[src/rtl/wdog_pkg.sv]
package wdog_pkg;
  localparam int unsigned WD_OFS_LOAD  = 'h000;
  localparam int unsigned WD_OFS_VALUE = 'h004;
  localparam int unsigned WD_OFS_CTRL  = 'h008;
  localparam int unsigned WD_OFS_CLR   = 'h00C;
  localparam int unsigned WD_OFS_RAW   = 'h010;
  localparam int unsigned WD_OFS_MSK   = 'h014;
  localparam int unsigned WD_OFS_TEST  = 'h418;
  localparam int unsigned WD_OFS_CAUSE = 'h41C;
  localparam int unsigned WD_OFS_LOCK  = 'hC00;

  localparam logic [31:0] WD_KEY = 32'h1ACC_E551;

  localparam int unsigned CTRL_INTEN_BIT = 0;
  localparam int unsigned CTRL_RESEN_BIT = 1;
  localparam int unsigned CTRL_NMI_BIT   = 2;
  localparam int unsigned TEST_EN_BIT    = 0;
  localparam int unsigned TEST_STALL_BIT = 8;
endpackage

[src/rtl/wdog_regfile.sv]
module wdog_regfile
  import wdog_pkg::*;
#(
  parameter int unsigned ADDR_W = 12,
  parameter int unsigned DATA_W = 32
) (
  input  logic              clk,
  input  logic              rst_n,
  input  logic [ADDR_W-1:0] bus_addr,
  input  logic              bus_we,
  input  logic [DATA_W-1:0] bus_wdata,
  output logic [DATA_W-1:0] bus_rdata,
  input  logic [DATA_W-1:0] cnt_i,
  input  logic              raw_i,
  input  logic              cause_i,
  output logic [DATA_W-1:0] load_o,
  output logic              reload_o,
  output logic [DATA_W-1:0] reload_val_o,
  output logic              zero_wr_o,
  output logic              clr_o,
  output logic              inten_o,
  output logic              resen_o,
  output logic              nmi_sel_o,
  output logic              stall_o,
  output logic              test_o
);
  logic [DATA_W-1:0] load_q, load_d;
  logic              locked_q, locked_d;
  logic              inten_q, inten_d;
  logic              resen_q, resen_d;
  logic              nmi_q, nmi_d;
  logic              stall_q, stall_d;
  logic              test_q, test_d;

  logic hit_load, hit_ctrl, hit_clr, hit_test, hit_lock;
  logic ok_load, ok_ctrl, ok_clr, ok_test;

  assign hit_load = bus_we && (bus_addr == ADDR_W'(WD_OFS_LOAD));
  assign hit_ctrl = bus_we && (bus_addr == ADDR_W'(WD_OFS_CTRL));
  assign hit_clr  = bus_we && (bus_addr == ADDR_W'(WD_OFS_CLR));
  assign hit_test = bus_we && (bus_addr == ADDR_W'(WD_OFS_TEST));
  assign hit_lock = bus_we && (bus_addr == ADDR_W'(WD_OFS_LOCK));

  assign ok_load = hit_load && !locked_q;
  assign ok_ctrl = hit_ctrl && !locked_q;
  assign ok_clr  = hit_clr  && !locked_q;
  assign ok_test = hit_test && !locked_q;

  // next-state logic
  always_comb begin
    locked_d = locked_q;
    load_d   = load_q;
    inten_d  = inten_q;
    resen_d  = resen_q;
    nmi_d    = nmi_q;
    stall_d  = stall_q;
    test_d   = test_q;
    if (hit_lock) locked_d = (bus_wdata != DATA_W'(WD_KEY));
    if (ok_load)  load_d   = bus_wdata;
    if (ok_ctrl) begin
      inten_d = inten_q | bus_wdata[CTRL_INTEN_BIT];
      resen_d = bus_wdata[CTRL_RESEN_BIT];
      nmi_d   = bus_wdata[CTRL_NMI_BIT];
    end
    if (ok_test)  stall_d  = bus_wdata[TEST_STALL_BIT];
    if (hit_test) test_d   = bus_wdata[TEST_EN_BIT];
  end

  always_ff @(posedge clk or negedge rst_n) begin
    if (!rst_n) begin
      locked_q <= 1'b1;
      load_q   <= '1;
      inten_q  <= 1'b0;
      resen_q  <= 1'b0;
      nmi_q    <= 1'b0;
      stall_q  <= 1'b0;
      test_q   <= 1'b0;
    end else begin
      locked_q <= locked_d;
      load_q   <= load_d;
      inten_q  <= inten_d;
      resen_q  <= resen_d;
      nmi_q    <= nmi_d;
      stall_q  <= stall_d;
      test_q   <= test_d;
    end
  end

  assign load_o       = load_q;
  assign reload_o     = ok_load || ok_clr;
  assign reload_val_o = ok_load ? bus_wdata : load_q;
  assign zero_wr_o    = ok_load && (bus_wdata == '0);
  assign clr_o        = ok_clr;
  assign inten_o      = inten_q;
  assign resen_o      = resen_q;
  assign nmi_sel_o    = nmi_q;
  assign stall_o      = stall_q;
  assign test_o       = test_q;

  // read mux
  always_comb begin
    bus_rdata = '0;
    case (bus_addr)
      ADDR_W'(WD_OFS_LOAD):  bus_rdata = load_q;
      ADDR_W'(WD_OFS_VALUE): bus_rdata = cnt_i;
      ADDR_W'(WD_OFS_CTRL): begin
        bus_rdata[CTRL_INTEN_BIT] = inten_q;
        bus_rdata[CTRL_RESEN_BIT] = resen_q;
        bus_rdata[CTRL_NMI_BIT]   = nmi_q;
      end
      ADDR_W'(WD_OFS_RAW):   bus_rdata[0] = raw_i;
      ADDR_W'(WD_OFS_MSK):   bus_rdata[0] = raw_i & inten_q;
      ADDR_W'(WD_OFS_TEST): begin
        bus_rdata[TEST_EN_BIT]    = test_q;
        bus_rdata[TEST_STALL_BIT] = stall_q;
      end
      ADDR_W'(WD_OFS_CAUSE): bus_rdata[1:0] = {cause_i, raw_i};
      ADDR_W'(WD_OFS_LOCK):  bus_rdata[0] = locked_q;
      default:               bus_rdata = '0;
    endcase
  end


  inten_sticky_chk: assert property (@(posedge clk) disable iff (!rst_n)
    inten_q |=> inten_q);


  lock_guard_chk: assert property (@(posedge clk) disable iff (!rst_n)
    (locked_q && hit_load) |=> $stable(load_q));
endmodule

[src/rtl/wdog_counter.sv]
module wdog_counter #(
  parameter int unsigned CNT_W = 32
) (
  input  logic             clk,
  input  logic             rst_n,
  input  logic             tick,
  input  logic             reload,
  input  logic [CNT_W-1:0] reload_val,
  input  logic [CNT_W-1:0] load_val,
  output logic [CNT_W-1:0] cnt_o,
  output logic             timeout_o
);
  logic [CNT_W-1:0] cnt_q, cnt_d;
  logic             at_zero;

  assign at_zero   = (cnt_q == '0);
  assign timeout_o = tick && !reload && at_zero;

  always_comb begin
    cnt_d = cnt_q;
    if (reload)       cnt_d = reload_val;
    else if (tick)    cnt_d = at_zero ? load_val : cnt_q - 1'b1;
  end

  always_ff @(posedge clk or negedge rst_n) begin
    if (!rst_n) cnt_q <= '1;
    else        cnt_q <= cnt_d;
  end

  assign cnt_o = cnt_q;


  wrap_reload_chk: assert property (@(posedge clk) disable iff (!rst_n)
    (tick && !reload && cnt_q == '0) |=> (cnt_q == $past(load_val)));


  stall_hold_chk: assert property (@(posedge clk) disable iff (!rst_n)
    (!tick && !reload) |=> $stable(cnt_q));
endmodule

[src/rtl/wdog_event.sv]
module wdog_event (
  input  logic clk,
  input  logic rst_n,
  input  logic cnt_timeout,
  input  logic zero_wr,
  input  logic clr,
  input  logic resen,
  input  logic test_en,
  output logic raw_o,
  output logic cause_o,
  output logic rst_o
);
  logic raw_q, raw_d;
  logic cause_q, cause_d;
  logic rst_q, rst_d;
  logic expire, fire;

  assign expire = cnt_timeout || zero_wr;
  assign fire   = expire && raw_q && resen;

  always_comb begin
    raw_d   = raw_q;
    cause_d = cause_q;
    if (clr) begin
      raw_d   = 1'b0;
      cause_d = 1'b0;
    end else begin
      if (expire)           raw_d   = 1'b1;
      if (fire && test_en)  cause_d = 1'b1;
    end
    rst_d = fire && !test_en;
  end

  always_ff @(posedge clk or negedge rst_n) begin
    if (!rst_n) begin
      raw_q   <= 1'b0;
      cause_q <= 1'b0;
      rst_q   <= 1'b0;
    end else begin
      raw_q   <= raw_d;
      cause_q <= cause_d;
      rst_q   <= rst_d;
    end
  end

  assign raw_o   = raw_q;
  assign cause_o = cause_q;
  assign rst_o   = rst_q;


  rst_needs_status_chk: assert property (@(posedge clk) disable iff (!rst_n)
    rst_q |-> raw_q);


  rst_blocked_in_test_chk: assert property (@(posedge clk) disable iff (!rst_n)
    rst_q |-> !$past(test_en));
endmodule

[src/rtl/wdog_timer.sv]
module wdog_timer #(
  parameter int unsigned ADDR_W = 12,
  parameter int unsigned DATA_W = 32
) (
  input  logic              clk,
  input  logic              rst_n,
  input  logic              dbg_halt,
  input  logic [ADDR_W-1:0] bus_addr,
  input  logic              bus_we,
  input  logic [DATA_W-1:0] bus_wdata,
  output logic [DATA_W-1:0] bus_rdata,
  output logic              irq,
  output logic              nmi,
  output logic              wdt_rst
);
  logic [DATA_W-1:0] cnt, load_val, reload_val;
  logic reload, zero_wr, clr, inten, resen, nmi_sel, stall, test_en;
  logic raw, cause, cnt_timeout, tick, pending;

  assign tick    = !(stall && dbg_halt);
  assign pending = raw || cause;
  assign irq     = inten && !nmi_sel && pending;
  assign nmi     = inten && nmi_sel && pending;

  wdog_regfile #(.ADDR_W(ADDR_W), .DATA_W(DATA_W)) u_regs (
    .clk          (clk),
    .rst_n        (rst_n),
    .bus_addr     (bus_addr),
    .bus_we       (bus_we),
    .bus_wdata    (bus_wdata),
    .bus_rdata    (bus_rdata),
    .cnt_i        (cnt),
    .raw_i        (raw),
    .cause_i      (cause),
    .load_o       (load_val),
    .reload_o     (reload),
    .reload_val_o (reload_val),
    .zero_wr_o    (zero_wr),
    .clr_o        (clr),
    .inten_o      (inten),
    .resen_o      (resen),
    .nmi_sel_o    (nmi_sel),
    .stall_o      (stall),
    .test_o       (test_en)
  );

  wdog_counter #(.CNT_W(DATA_W)) u_cnt (
    .clk        (clk),
    .rst_n      (rst_n),
    .tick       (tick),
    .reload     (reload),
    .reload_val (reload_val),
    .load_val   (load_val),
    .cnt_o      (cnt),
    .timeout_o  (cnt_timeout)
  );

  wdog_event u_evt (
    .clk         (clk),
    .rst_n       (rst_n),
    .cnt_timeout (cnt_timeout),
    .zero_wr     (zero_wr),
    .clr         (clr),
    .resen       (resen),
    .test_en     (test_en),
    .raw_o       (raw),
    .cause_o     (cause),
    .rst_o       (wdt_rst)
  );


  irq_nmi_exclusive_chk: assert property (@(posedge clk) disable iff (!rst_n)
    !(irq && nmi));
endmodule

[config.mk]
export PLATFORM = sky130hd
export DESIGN_NAME = wdog_timer
export DESIGN_NICKNAME = d
export VERILOG_FILES = /design/src/rtl/wdog_pkg.sv /design/src/rtl/wdog_regfile.sv /design/src/rtl/wdog_counter.sv /design/src/rtl/wdog_event.sv /design/src/rtl/wdog_timer.sv
export SDC_FILE = /design/constraint.sdc
export NUM_CORES = 1
export LEC_CHECK = 0
export BUFFER_PORTS_ARGS = -buffer_cell sky130_fd_sc_hd__buf_2
export CORE_ASPECT_RATIO = 0.8
export CORE_MARGIN = 2
export CORE_UTILIZATION = 30
export DETAILED_ROUTE_END_ITERATION = 10
export PLACE_DENSITY_LB_ADDON = 0.15
export SLEW_MARGIN = 15
export SYNTH_ARGS = -nofsm -noshare
export SYNTH_HDL_FRONTEND = slang
export SYNTH_SLANG_ARGS = --single-unit
[constraint.sdc]
create_clock -name clk -period 3.5 [get_ports clk]
set_clock_uncertainty 0.2 [all_clocks]
set_input_delay 0.7 -clock clk [delete_from_list [all_inputs] [get_ports clk]]
set_output_delay 0.7 -clock clk [all_outputs]
set_load 0.05 [all_outputs]
==> results by group <==
Global route
  • First-pass GRT wire length: 25360 um
  • Vias in the first global route: between 4000 and 5000
  • Total track usage: 0.1920
  • Pin count of the biggest net entering global routing: 43
  • Overflow after GRT: 0
  • Initial antenna violation count: 0

Worst setup path
  • R2r setup slk: about 0.70 ns
  • Required time of the critical path: 2.60 ns
  • Crit path launch type: primary input
  • Crit end category: output port
  • Worst reg2reg path endpoint: u_cnt.cnt_o[20]
  • Worst R2R Start: u_cnt.cnt_o[15]
  • Crit path DAT: 2.48 ns
  • Crit Path Class: primary input to output port
  • R2R cell count: 7
  • Crit Path Max Fanout: 3

Run status
  • Status: complete, no violations

Power and ir drop
  • Peak VDD IR: 0.2480 mV
  • PD cells: 390.7 mW/mm2
  • Power Total: 2.274 mW
  • Leak: 2.357 nW

Route
  • DR iter-0 viols: 321
  • Vias: between 4000 and 5000
  • Via-per-instance ratio: 5.518
  • TritonRoute pass-1 iters: 8
  • DRC viols: 0
  • Drt total wl: 15900 um
  • Routed len/inst: slightly below 20 um
  • Final ANT Viol Nets: 0

Clock network
  • Postcts setup bufs: 0
  • PostCTS Resize Cnt: 0
  • Hold_buf cts: 0
  • Clk pin slew, worst setup/hold paths: 0.06 ns
  • H-Tree Depth: 3
  • Bufs on Longest Clock Path: 2
  • Root buffer cell: clkbuf_16
  • CTS tree: done
  • Clock sinks: 73
  • Clk_lat worst skew: 0.33 ns
  • TritonCTS buffer count: 9

Logic synthesis
  • Ranking of synthesized cells by area: dfstp_2, mux2_2, nand3_1
  • Mapped cell area: 0.004773 mm2
  • Fraction of the yosys area taken by sequential cells: 0.3997
  • Cells after Synth: 514
  • Ys async rst share: 1.000
  • Yosys warns: 0
  • Yosys cell types: 55
  • Yosys reg bits: 73
  • Synthesized area per cell: ~9.3 um2
  • Ys flop type: dfstp_2
  • Post-synth EDFFs: 0
  • Post-synth top area share: 0.3578
  • Cell taking the most area after synthesis: dfstp_2
  • Syn Nets: 564

Flow run
  • Max_cap viols: 0

Final layout
  • Fillers: 1618
  • Diode count: 0
  • Commonest non-fill, non-tap cell in the layout: buf_2
  • Area grow syn2layout: 21.91%
  • Most frequent cells in the layout: buf_2, dfstp_2, nand2_1
  • Util after Layout: 0.3719
  • # nets final: roughly 640
  • Layout cells sized above 1: 0.4024

Min path
  • Hold Crit Class: primary input to asynchronous set/reset pin

Placed design
  • Detailed placement HPWL: roughly 11000 um
  • Final GP Congestion: slightly below 0.8
  • Port Buffers: 82

STA
  • Final number of setup-violating endpoints: 0
  • Hold Vio Cnt, Final: 0
  • Max-slew headroom: 0.4884
  • Post-route minimum period: 3.378 ns
  • Pins Over Slew Limit: 0
  • Worst-Margin Slew: approximately 0.77 ns
  • Hold_ws: about 0.25 ns
  • RSZ-0062 raised after global routing: false
  • Setup_tns: 0 ns
  • FMAX: 296.1 MHz
  • Period utilization: 0.9651

Floorplanning
  • I/O pin count: 83
  • Rows: 41
  • Die Area: 0.01694 mm2
  • Chip width: 145.0 um
  • Core footprint: 0.01565 mm2
  • Initial Util: 0.3051
  • Die height: between 100 and 150 um
## area by class of cell
type                            instances  area [um2]  share of cell area
Tap cell                              215       269.0             0.04623
Inverter                                8       30.03            0.005160
Multi-Input combinational cell        394        2706              0.4651
Sequential cell                        73        1908              0.3279
Clock buffer                           13       260.3             0.04472
Timing Repair Buffer                  103       605.6              0.1041
Clock inverter                          3       40.04            0.006880
## critical path, stage by stage
cell and delay [ns]:
buf_2 0.10, or4_1 0.58, nor4b_2 0.30, nand2_1 0.14, nor2_1 0.20, a222oi_1 0.14, inv_1 0.07, buf_2 0.25
## cells in the mapped netlist (all sizes together) (8+ instances only)
library cell / instances
nand3: 53
nor4: 23
a22o: 28
o21ai: 20
a21oi: 11
nand4: 13
dfrtp: 8
mux2: 36
clkbuf: 34
xor2: 14
o211ai: 19
nand2: 56
nor3: 16
dfstp: 65
inv: 8
nor2: 28
## cells by family (layout without fill, tap and decap cells)
family | after synthesis | after routing | share of synthesized area
AND/OR/NAND/NOR | 228 | 228 | 0.2668
buffers and inverters | 47 | 127 | 0.04089
AO/OA/AOI/OAI | 107 | 107 | 0.1638
multiplexers | 36 | 36 | 0.08493
XOR/XNOR | 21 | 21 | 0.03853
flip-flops | 73 | 73 | 0.3997
adder cells (fa/ha/maj) | 2 | 2 | 0.005242
## report_power, final
part	switching, mW	total (mW)	leakage (nW)	internal [mW]
registers	0.114	1.06	0.787	0.951
clock network	0.358	0.947	0.150	0.589
logic	0.142	0.262	1.42	0.120
total	0.613	2.27	2.36	1.66
## through the flow
step           cell area [um2]  worst slack, ns  cells
6_report                  5819           0.1222    809
3_3_place_gp              5500          0.09681    793
5_1_grt                   5819          0.01386    809
3_5_place_dp              5500          0.02076    793
4_1_cts                   5801         0.003241    809
2_1_floorplan             4781          0.09582    514
## worst max-delay path by stage
stage                start           end  slack, ns  cells after the start
2_1_floorplan  bus_addr[7]  bus_rdata[1]        0.1                      4
3_3_place_gp   bus_addr[7]  bus_rdata[8]        0.1                      8
5_1_grt        bus_addr[7]  bus_rdata[8]       0.01                      8
3_5_place_dp   bus_addr[7]  bus_rdata[8]       0.02                      8
4_1_cts        bus_addr[7]  bus_rdata[8]      0.003                      8
6_report       bus_addr[7]  bus_rdata[8]       0.12                      8
## state kept, by name (all words and copies together), names as in the netlist
register	flops
u_regs.nmi_sel_o	1
u_evt.cause_o	1
u_regs.locked_q	1
u_evt.raw_o	1
u_evt.rst_o	1
u_regs.load_o	32
u_regs.inten_o	1
u_cnt.cnt_o	32
u_regs.resen_o	1
u_regs.stall_o	1
u_regs.test_o	1
## per-layer routing
metal	track usage	up-vias	share of wire
met5	0	-	0
met4	0.04752	0	0.0060
met3	0.03682	8	0.063
met2	0.2876	154	0.43
met1	0.2853	2209	0.50
li1	-	2093	-
No activity file was read; power rests on OpenSTA's default activity.
